`src/rtl/gpb_pkg.sv`:
```
// Package gpb_pkg
// Shared register addresses, drive-mode encoding and address helpers for the
// masked-write GPIO port. Assumes at most eight banks so the paired windows
// do not overlap.
package gpb_pkg;

    // Register address bases (byte addresses)
    localparam int A_HOLD = 'h00;   // bit 0: port hold
    localparam int A_DATA = 'h10;   // value at base+2b, mask at base+2b+1
    localparam int A_DIR  = 'h20;   // one byte per bank, consecutive
    localparam int A_MODE = 'h30;   // select at base+2b, enable at base+2b+1

    // Resolved drive style of one pin
    typedef enum logic [1:0] {
        DRV_OFF    = 2'd0,
        DRV_PUSH   = 2'd1,
        DRV_DRAIN  = 2'd2,
        DRV_SOURCE = 2'd3
    } drv_mode_e;

    // True when address a is the mask byte of one of nb banks
    function automatic logic is_mask_addr(input int a, input int nb);
        return (a >= A_DATA) && (a < A_DATA + 2 * nb) && (a % 2 == 1);
    endfunction

endpackage

```
`src/rtl/gpb_sync.sv`:
```
// Module gpb_sync
// Two-stage synchroniser for asynchronous pad inputs. Assumes each bit is
// independent; no multi-bit coherence is promised.
module gpb_sync #(
    parameter int W = 8
) (
    input  logic         clk,
    input  logic         rst_n,
    input  logic [W-1:0] d,
    output logic [W-1:0] q
);

    logic [W-1:0] meta_q;

    // Shift pad levels through two flops
    always_ff @(posedge clk) begin
        if (!rst_n) begin
            meta_q <= '0;
            q      <= '0;
        end else begin
            meta_q <= d;
            q      <= meta_q;
        end
    end

endmodule

```
`src/rtl/gpb_bank.sv`:
```
// Module gpb_bank
// Register set of one bank: staging byte, output data, direction, drive
// select and drive enable. Assumes write strobes are already decoded and
// gated; clr forces every register back to its reset value.
module gpb_bank #(
    parameter int W = 8
) (
    input  logic         clk,
    input  logic         rst_n,
    input  logic         clr,
    input  logic         we_val,
    input  logic         we_msk,
    input  logic         we_dir,
    input  logic         we_sel,
    input  logic         we_en,
    input  logic [W-1:0] wdata,
    output logic [W-1:0] dat_q,
    output logic [W-1:0] dir_q,
    output logic [W-1:0] sel_q,
    output logic [W-1:0] en_q
);

    logic [W-1:0] stage_q;

    // Hold the value byte until its mask byte arrives
    always_ff @(posedge clk) begin
        if (!rst_n || clr)
            stage_q <= '0;
        else if (we_val)
            stage_q <= wdata;
    end

    // Merge staged value into output data under the mask
    always_ff @(posedge clk) begin
        if (!rst_n || clr)
            dat_q <= '0;
        else if (we_msk)
            dat_q <= (dat_q & ~wdata) | (stage_q & wdata);
    end

    // Direction and drive-mode configuration registers
    always_ff @(posedge clk) begin
        if (!rst_n || clr) begin
            dir_q <= '0;
            sel_q <= '0;
            en_q  <= '0;
        end else begin
            if (we_dir) dir_q <= wdata;
            if (we_sel) sel_q <= wdata;
            if (we_en)  en_q  <= wdata;
        end
    end

endmodule

```
`src/rtl/gpb_drive.sv`:
```
// Module gpb_drive
// Per-pin pad control: resolves direction and drive mode into an output
// enable and output value. Purely combinational; assumes registered inputs.
module gpb_drive
    import gpb_pkg::*;
#(
    parameter int W = 8
) (
    input  logic [W-1:0] dir,
    input  logic [W-1:0] en,
    input  logic [W-1:0] sel,
    input  logic [W-1:0] dat,
    output logic [W-1:0] oe,
    output logic [W-1:0] out
);

    for (genvar i = 0; i < W; i++) begin : g_pin
        drv_mode_e mode;

        // Classify the pin's drive style
        always_comb begin
            if (!dir[i])
                mode = DRV_OFF;
            else if (!en[i])
                mode = DRV_PUSH;
            else if (!sel[i])
                mode = DRV_DRAIN;
            else
                mode = DRV_SOURCE;
        end

        // Produce the pad enable from the style and data bit
        always_comb begin
            case (mode)
                DRV_PUSH:   oe[i] = 1'b1;
                DRV_DRAIN:  oe[i] = ~dat[i];
                DRV_SOURCE: oe[i] = dat[i];
                default:    oe[i] = 1'b0;
            endcase
        end

        assign out[i] = dat[i];
    end

endmodule

```
`src/rtl/gpb_port.sv`:
```
// Module gpb_port
// Top of the masked-write GPIO port: bus decode, port-hold control, one
// register bank and pad driver per bank, input synchroniser and read mux.
// Assumes a single-cycle write strobe and a combinational read path.
module gpb_port
    import gpb_pkg::*;
#(
    parameter  int NUM_BANKS = 3,
    parameter  int BANK_W    = 8,
    parameter  int ADDR_W    = 8,
    localparam int NPINS     = NUM_BANKS * BANK_W
) (
    input  logic              clk,
    input  logic              rst_n,
    input  logic              bus_we,
    input  logic [ADDR_W-1:0] bus_addr,
    input  logic [BANK_W-1:0] bus_wdata,
    output logic [BANK_W-1:0] bus_rdata,
    input  logic [NPINS-1:0]  pin_in,
    output logic [NPINS-1:0]  pin_oe,
    output logic [NPINS-1:0]  pin_out
);

    logic             hold_q;
    logic             wr_ok;
    int               addr_i;
    logic [NPINS-1:0] sync_v;
    logic [NPINS-1:0] dat_v;
    logic [NPINS-1:0] dir_v;
    logic [NPINS-1:0] sel_v;
    logic [NPINS-1:0] en_v;

    assign addr_i = int'(bus_addr);
    assign wr_ok  = bus_we && !hold_q;

    // Port-hold bit: set by reset, changed only through its own address
    always_ff @(posedge clk) begin
        if (!rst_n)
            hold_q <= 1'b1;
        else if (bus_we && addr_i == A_HOLD)
            hold_q <= bus_wdata[0];
    end

    gpb_sync #(.W(NPINS)) i_sync (
        .clk   (clk),
        .rst_n (rst_n),
        .d     (pin_in),
        .q     (sync_v)
    );

    for (genvar b = 0; b < NUM_BANKS; b++) begin : g_bank
        logic we_val, we_msk, we_dir, we_sel, we_en;

        assign we_val = wr_ok && (addr_i == A_DATA + 2 * b);
        assign we_msk = wr_ok && (addr_i == A_DATA + 2 * b + 1);
        assign we_dir = wr_ok && (addr_i == A_DIR + b);
        assign we_sel = wr_ok && (addr_i == A_MODE + 2 * b);
        assign we_en  = wr_ok && (addr_i == A_MODE + 2 * b + 1);

        gpb_bank #(.W(BANK_W)) i_bank (
            .clk    (clk),
            .rst_n  (rst_n),
            .clr    (hold_q),
            .we_val (we_val),
            .we_msk (we_msk),
            .we_dir (we_dir),
            .we_sel (we_sel),
            .we_en  (we_en),
            .wdata  (bus_wdata),
            .dat_q  (dat_v[b*BANK_W +: BANK_W]),
            .dir_q  (dir_v[b*BANK_W +: BANK_W]),
            .sel_q  (sel_v[b*BANK_W +: BANK_W]),
            .en_q   (en_v[b*BANK_W +: BANK_W])
        );

        gpb_drive #(.W(BANK_W)) i_drive (
            .dir (dir_v[b*BANK_W +: BANK_W]),
            .en  (en_v[b*BANK_W +: BANK_W]),
            .sel (sel_v[b*BANK_W +: BANK_W]),
            .dat (dat_v[b*BANK_W +: BANK_W]),
            .oe  (pin_oe[b*BANK_W +: BANK_W]),
            .out (pin_out[b*BANK_W +: BANK_W])
        );
    end

    // Select the addressed register onto the read bus
    always_comb begin
        bus_rdata = '0;
        if (addr_i == A_HOLD)
            bus_rdata = BANK_W'(hold_q);
        for (int b = 0; b < NUM_BANKS; b++) begin
            if (addr_i == A_DATA + 2 * b)     bus_rdata = sync_v[b*BANK_W +: BANK_W];
            if (addr_i == A_DATA + 2 * b + 1) bus_rdata = dat_v[b*BANK_W +: BANK_W];
            if (addr_i == A_DIR + b)          bus_rdata = dir_v[b*BANK_W +: BANK_W];
            if (addr_i == A_MODE + 2 * b)     bus_rdata = sel_v[b*BANK_W +: BANK_W];
            if (addr_i == A_MODE + 2 * b + 1) bus_rdata = en_v[b*BANK_W +: BANK_W];
        end
    end

endmodule

```
`config.mk`:
```
export PLATFORM = sky130hd
export DESIGN_NAME = gpb_port
export DESIGN_NICKNAME = d
export VERILOG_FILES = /design/src/rtl/gpb_pkg.sv /design/src/rtl/gpb_sync.sv /design/src/rtl/gpb_bank.sv /design/src/rtl/gpb_drive.sv /design/src/rtl/gpb_port.sv
export SDC_FILE = /design/constraint.sdc
export NUM_CORES = 1
export LEC_CHECK = 0
export ABC_AREA = 1
export BUFFER_PORTS_ARGS = -buffer_cell sky130_fd_sc_hd__buf_2
export CAP_MARGIN = 20
export CORE_ASPECT_RATIO = 0.9
export CORE_MARGIN = 2
export CORE_UTILIZATION = 28
export DETAILED_ROUTE_END_ITERATION = 12
export HOLD_SLACK_MARGIN = 0.05
export PLACE_DENSITY = 0.42
export SLEW_MARGIN = 20
export SYNTH_ARGS = -nofsm -noshare
export SYNTH_HDL_FRONTEND = slang
export SYNTH_SLANG_ARGS = --single-unit
```
`constraint.sdc`:
```
create_clock -name clk -period 2.1 [get_ports clk]
set_input_delay 0.42 -clock clk [delete_from_list [all_inputs] [get_ports clk]]
set_output_delay 0.42 -clock clk [all_outputs]
set_load 0.02 [all_outputs]
```
Yosys cells after proc, flatten, opt, wreduce, memory -nomap -nowiden
Index checks and enable logic that the tools add are counted.
- flip-flop bits (word level): 169
- input bits: 43
- output and inout port bits: 56
- equality and inequality tests: 87
- multiplexer cells: 112
- bitwise operators: 34
- reductions and logical operators: 21
- operator list (cell ; number):
    $mux W8 ; 15
    $eq A2 B2 Y1 const B ; 48
    $mux W2 ; 48
    $eq A8 B7 Y1 const B ; 9
    $pmux W1 S3 ; 24
    $and A8 B8 Y8 ; 6
    $eq A2 B1 Y1 const B ; 24
    $eq A8 B6 Y1 const B ; 6
    $logic_not A32 Y1 ; 1
    $mux W1 ; 25
    $not A1 Y1 ; 24
    $or A8 B8 Y8 ; 3
    $logic_and A1 B1 Y1 ; 17
    $not A8 Y8 ; 1
    $logic_not A1 Y1 ; 2
    $logic_or A1 B1 Y1 ; 1

Depth between registers and ports, before layout
- word-level depth: 17
- depth in mapped cells: 13
- gate-level depth less buffers: 13

Hierarchy
A second synthesis with hierarchy kept.
- cell total of the unflattened synthesis: 1203
- area total of the unflattened synthesis: 8119.0 sq um
- modules (own cells, without submodules) (module ; times used ; cells each ; area each (sq um) ; seq. area each (sq um)):
    gpb_bank ; 3 ; 200 ; 1597.8 ; 800.8
    gpb_sync ; 1 ; 149 ; 1361.3 ; 960.9
    gpb_port ; 1 ; 286 ; 1243.7 ; 20.0
    gpb_drive ; 3 ; 56 ; 240.2 ; 0.0

Worst setup path before layout
No wires, ideal clock.
- kind: input port to output port
- start: input port bus_addr[3]
- end: output port bus_rdata[0]
- arrival time: 1629 ps
- required time: 1680 ps
- setup slack: 51 ps
- stages on the path: 11
- buffers on the path: 0
- cell sequence: nor2_2 > nand2_2 > nor2_2 > nand2_1 > or2_2 > nand2_1 > nand2_1 > nand2_1 > nand4_1 > nor2_1 > nand4_1
- word-level cells in the longest chain between the ends: 17
- RTL lines (item ; RTL line ; RTL):
    start, declared ; gpb_port.sv:16 ; input logic [ADDR_W-1:0] bus_addr,
    $logic_not A32 Y1 ; gpb_port.sv:89 ; if (addr_i == A_HOLD)
    $mux W1 ; gpb_port.sv:89 ;
    $mux W8 ; gpb_port.sv:92 ; if (addr_i == A_DATA + 2 * b) bus_rdata = sync_v[b*BANK_W +: BANK_W];
    $mux W8 ; gpb_port.sv:93 ; if (addr_i == A_DATA + 2 * b + 1) bus_rdata = dat_v[b*BANK_W +: BANK_W];
    $mux W8 ; gpb_port.sv:94 ; if (addr_i == A_DIR + b) bus_rdata = dir_v[b*BANK_W +: BANK_W];
    $mux W8 ; gpb_port.sv:95 ; if (addr_i == A_MODE + 2 * b) bus_rdata = sel_v[b*BANK_W +: BANK_W];
    $mux W8 ; gpb_port.sv:96 ; if (addr_i == A_MODE + 2 * b + 1) bus_rdata = en_v[b*BANK_W +: BANK_W];
    $mux W8 ; gpb_port.sv:92 ;
    $mux W8 ; gpb_port.sv:93 ;
    $mux W8 ; gpb_port.sv:94 ;
    $mux W8 ; gpb_port.sv:95 ;
    $mux W8 ; gpb_port.sv:96 ;
    $mux W8 ; gpb_port.sv:92 ;
    $mux W8 ; gpb_port.sv:93 ;
    $mux W8 ; gpb_port.sv:94 ;
    $mux W8 ; gpb_port.sv:95 ;
    $mux W8 (*) ; gpb_port.sv:96 ;
    end, declared ; gpb_port.sv:18 ; output logic [BANK_W-1:0] bus_rdata,
Every way passes the cells marked *; elsewhere a longest branch is shown, timed or not.

Worst setup path after layout
- start: input port bus_addr[3]
- end: output port bus_rdata[7]
- word-level cells in the longest chain between the ends: 16
- RTL lines (item ; RTL line):
    $eq A8 B6 Y1 ; gpb_port.sv:92
    $mux W8 ; gpb_port.sv:92
    $mux W8 ; gpb_port.sv:93
    $mux W8 ; gpb_port.sv:94
    $mux W8 ; gpb_port.sv:95
    $mux W8 ; gpb_port.sv:96
    $mux W8 ; gpb_port.sv:92
    $mux W8 ; gpb_port.sv:93
    $mux W8 ; gpb_port.sv:94
    $mux W8 ; gpb_port.sv:95
    $mux W8 ; gpb_port.sv:96
    $mux W8 ; gpb_port.sv:92
    $mux W8 ; gpb_port.sv:93
    $mux W8 ; gpb_port.sv:94
    $mux W8 ; gpb_port.sv:95
    $mux W8 (*) ; gpb_port.sv:96
Marks and branches as above.

==> impl_metrics.toml <==
[critical_path]
r2r_slack_ps = 550
arrival_ps = 1990
reg2reg_from = "hold_q$_SDFFE_PN1P_"
path_depth = 14
slowest_delay_ps = 180
reg2reg_depth = 6
rr_endpoint = "g_bank[0].i_bank.dir_q[0]$_SDFFE_PP0P_"
critical-path-slowest-cell = "nor2_4"
start_kind = "input port"
critPathKind = "in -> out"
path_cells = "buf_8 -> nor2_4 -> nand2_2 -> nor2_2 -> nand2_2 -> buf_4 -> buf_4 -> buf_4 -> nor2_2 -> nor3_2 -> nand4_1 -> nor2_1 -> nand4_1 -> buf_4"
cp_max_fo = 3
required_ps = 1680
crit_top_cell = "buf_4"
end_kind = "output port"
cp_num_buf_inv = 5
critPathTopFamily = "simple AND/OR/NAND/NOR gates"

[sta]
fmax_mhz = 415
finalSetupTns_ps = -2090
fin_crit_ps = 2410
rsz0062_at_grt = "true"
min_period_over_period_pct = 115
hold_viol_final = 0
worstMarginPinSlew_ps = 487
finalClockSkew_ps = 12.4
worst_slack_ps = -311
maxSlewHeadroom_pct = 67.6
setup_violations = 8
drv_slew = 0

[detailed_routing]
drc_errors = 0
drt_wl_total_um = 25100
met1Wirelength_um = 12400
wl_met2_um = 11400
drt_first_pass_iters = 4
met3_length_um = 901
highest_layer = "met4"
wire_per_inst_um = 16.1
num_vias = 7183
drtIter0Drc = 402
ant_nets = 0
vias_per_cell = 4.60

[layout]
final_cells = 1562
drive_gt1_share_pct = 24.7
fin_nets = 1245
layout.area.seq_um2 = 3390
num-fill-cells = 2872
final_common_cell = "nand2_1"
fin_area_um2 = 9880
multiInputGateArea_um2 = 3420
layout_common_cells = "nand2_1, dfxtp_1, inv_1"
post-route-util_pct = 37.7
diodes = 0
syn_to_final_growth_pct = 31.9

[clocking]
cts_buffers = 17
htreeDepth = 4
ctsHoldBuffers = 0
cts_root_buf = "clkbuf_16"
cts_tree = "built"
cts_num_sinks = 169
clkLatencyLatePin_ps = 430
path_clk_slew_ps = 70
clockBufferDepth = 2

[die]
initial_core_util_pct = 28.6
ios = 99
num_rows = 56
design.core.area_um2 = 26200
die_w_um = 176
die_area_um2 = 28100
dieHeight_um = 159

[worst_hold_path]
min_from = "pin_in[2]"
hold_path_end = "i_sync.meta_q[2]$_SDFF_PN0_"
min_path_type = "in -> reg"
min_path_cells = 3

[power]
ir_worst_vdd_uv = 534
swShare_pct = 23.6
power_switching_mw = 1.58
p_int_mw = 5.12
p_per_area_nw_per_um2 = 678
p_leak_nw = 4.34
clockPowerShare_pct = 47.3
combPwrFrac_pct = 4.0
p_seq_share_pct = 48.7

[global_route]
grt_max_degree = 54
grt_pass1_vias = 6802
grt_usage_pct = 18.3
antenna_found_initial = 0
grt_first_pass_wirelength_um = 39300
overflow = 0

[placement]
place_congestion = 0.840
dp_cells = 1519
port_buffers = 98
pre_cts_ws_ps = -428
place_area_um2 = 8890
dp_hpwl_um = 17900

[synth]
yosys_warnings = 0
ys_types = 30
ys_seq_elements = 169
syn_area_um2 = 7480
avgSynthCellArea_um2 = 7.17
synth_nets = 1087
seq_area_frac_synth_pct = 45.2
synthCells = 1044

[run_status]
status = "complete, but fails checks"
violations = "setup timing"

[flow_run]
cap_violations = 0
cell usage after synthesis:
library cell / number / area share, %
nor3_4: 1 / 0.22
nand3_1: 62 / 4.1
buf_4: 5 / 0.50
nor3_1: 1 / 0.067
buf_2: 9 / 0.60
nand2_1: 245 / 12
a311oi_1: 16 / 1.9
nand4_1: 23 / 1.9
clkinv_1: 1 / 0.050
nand2_2: 6 / 0.50
a211oi_1: 60 / 6.0
nor2_8: 2 / 0.53
inv_1: 159 / 8.0
inv_2: 6 / 0.30
nor2_2: 8 / 0.67
o21ai_0: 28 / 1.9
or2_2: 2 / 0.17
a21oi_1: 66 / 4.4
clkbuf_1: 33 / 1.7
o211ai_1: 1 / 0.10
buf_1: 1 / 0.050
nand3_2: 2 / 0.27
nor2_4: 9 / 1.4
buf_6: 3 / 0.45
a211oi_2: 2 / 0.33
nor3_2: 1 / 0.13
nor2_1: 121 / 6.1
nand2_4: 1 / 0.15
clkinv_4: 1 / 0.12
dfxtp_1: 169 / 45
worst min-delay path: stages:
cell,delay (ps)
buf_2,70
nand2_1,40
inv_1,40
per-stage QoR:
| stage | hold slack (ps) | total power, mW |
|---|---|---|
| floorplan | 390 | 3.44 |
| global placement | 400 | 3.57 |
| detailed placement | 400 | 3.57 |
| CTS | 151 | 6.77 |
| global route | 165 | 6.94 |
| finish | 169 | 6.70 |
metal layers:
layer | track usage (%) | up-vias
met3 | 3.10 | 26
met1 | 25.6 | 3349
met2 | 28.9 | 145
met4 | 5.45 | 0
met5 | 0 | -
li1 | - | 3663
area by class of cell:
class	count	share of cell area, %
Timing Repair Buffer	189	14.2
Sequential cell	169	34.3
Multi-Input combinational cell	658	34.6
Tap cell	348	4.41
Clock inverter	12	1.46
Clock buffer	19	4.38
Inverter	167	6.63
power groups by stage:
stage	Clock (mW)	Sequential, mW	Combinational, mW
2_1_floorplan	0	3.33	0.108
3_3_place_gp	0	3.34	0.231
3_5_place_dp	0	3.33	0.232
4_1_cts	3.24	3.26	0.264
5_1_grt	3.38	3.26	0.298
6_report	3.17	3.26	0.270
what timing repair did:
action / CTS / global route
setup endpoints to repair: 8 / 9
gates cloned: 1 / 0
pin swaps: 40 / 25
buffers inserted: 13 / 0
gates resized for setup: 67 / 31
how the worst max path moves through the flow:
| stage | startpoint | endpoint | slack (ps) |
|---|---|---|---|
| CTS | flip-flop | bus_rdata[5] | -340 |
| floorplan | bus_addr[3] | bus_rdata[0] | 50 |
| finish | bus_addr[3] | bus_rdata[7] | -310 |
| detailed placement | bus_addr[1] | bus_rdata[5] | -430 |
| global placement | bus_addr[1] | bus_rdata[5] | -420 |
| global route | bus_addr[3] | bus_rdata[7] | -450 |
kinds of logic (layout without fill, tap and decap cells):
kind of cell | after synthesis | in the layout | share of synthesized area, %
simple gates | 484 | 485 | 28.5
buf+inv | 218 | 387 | 11.7
compound gates | 173 | 173 | 14.6
flops | 169 | 169 | 45.2
Note: power is estimated with default switching activity, not from simulation.
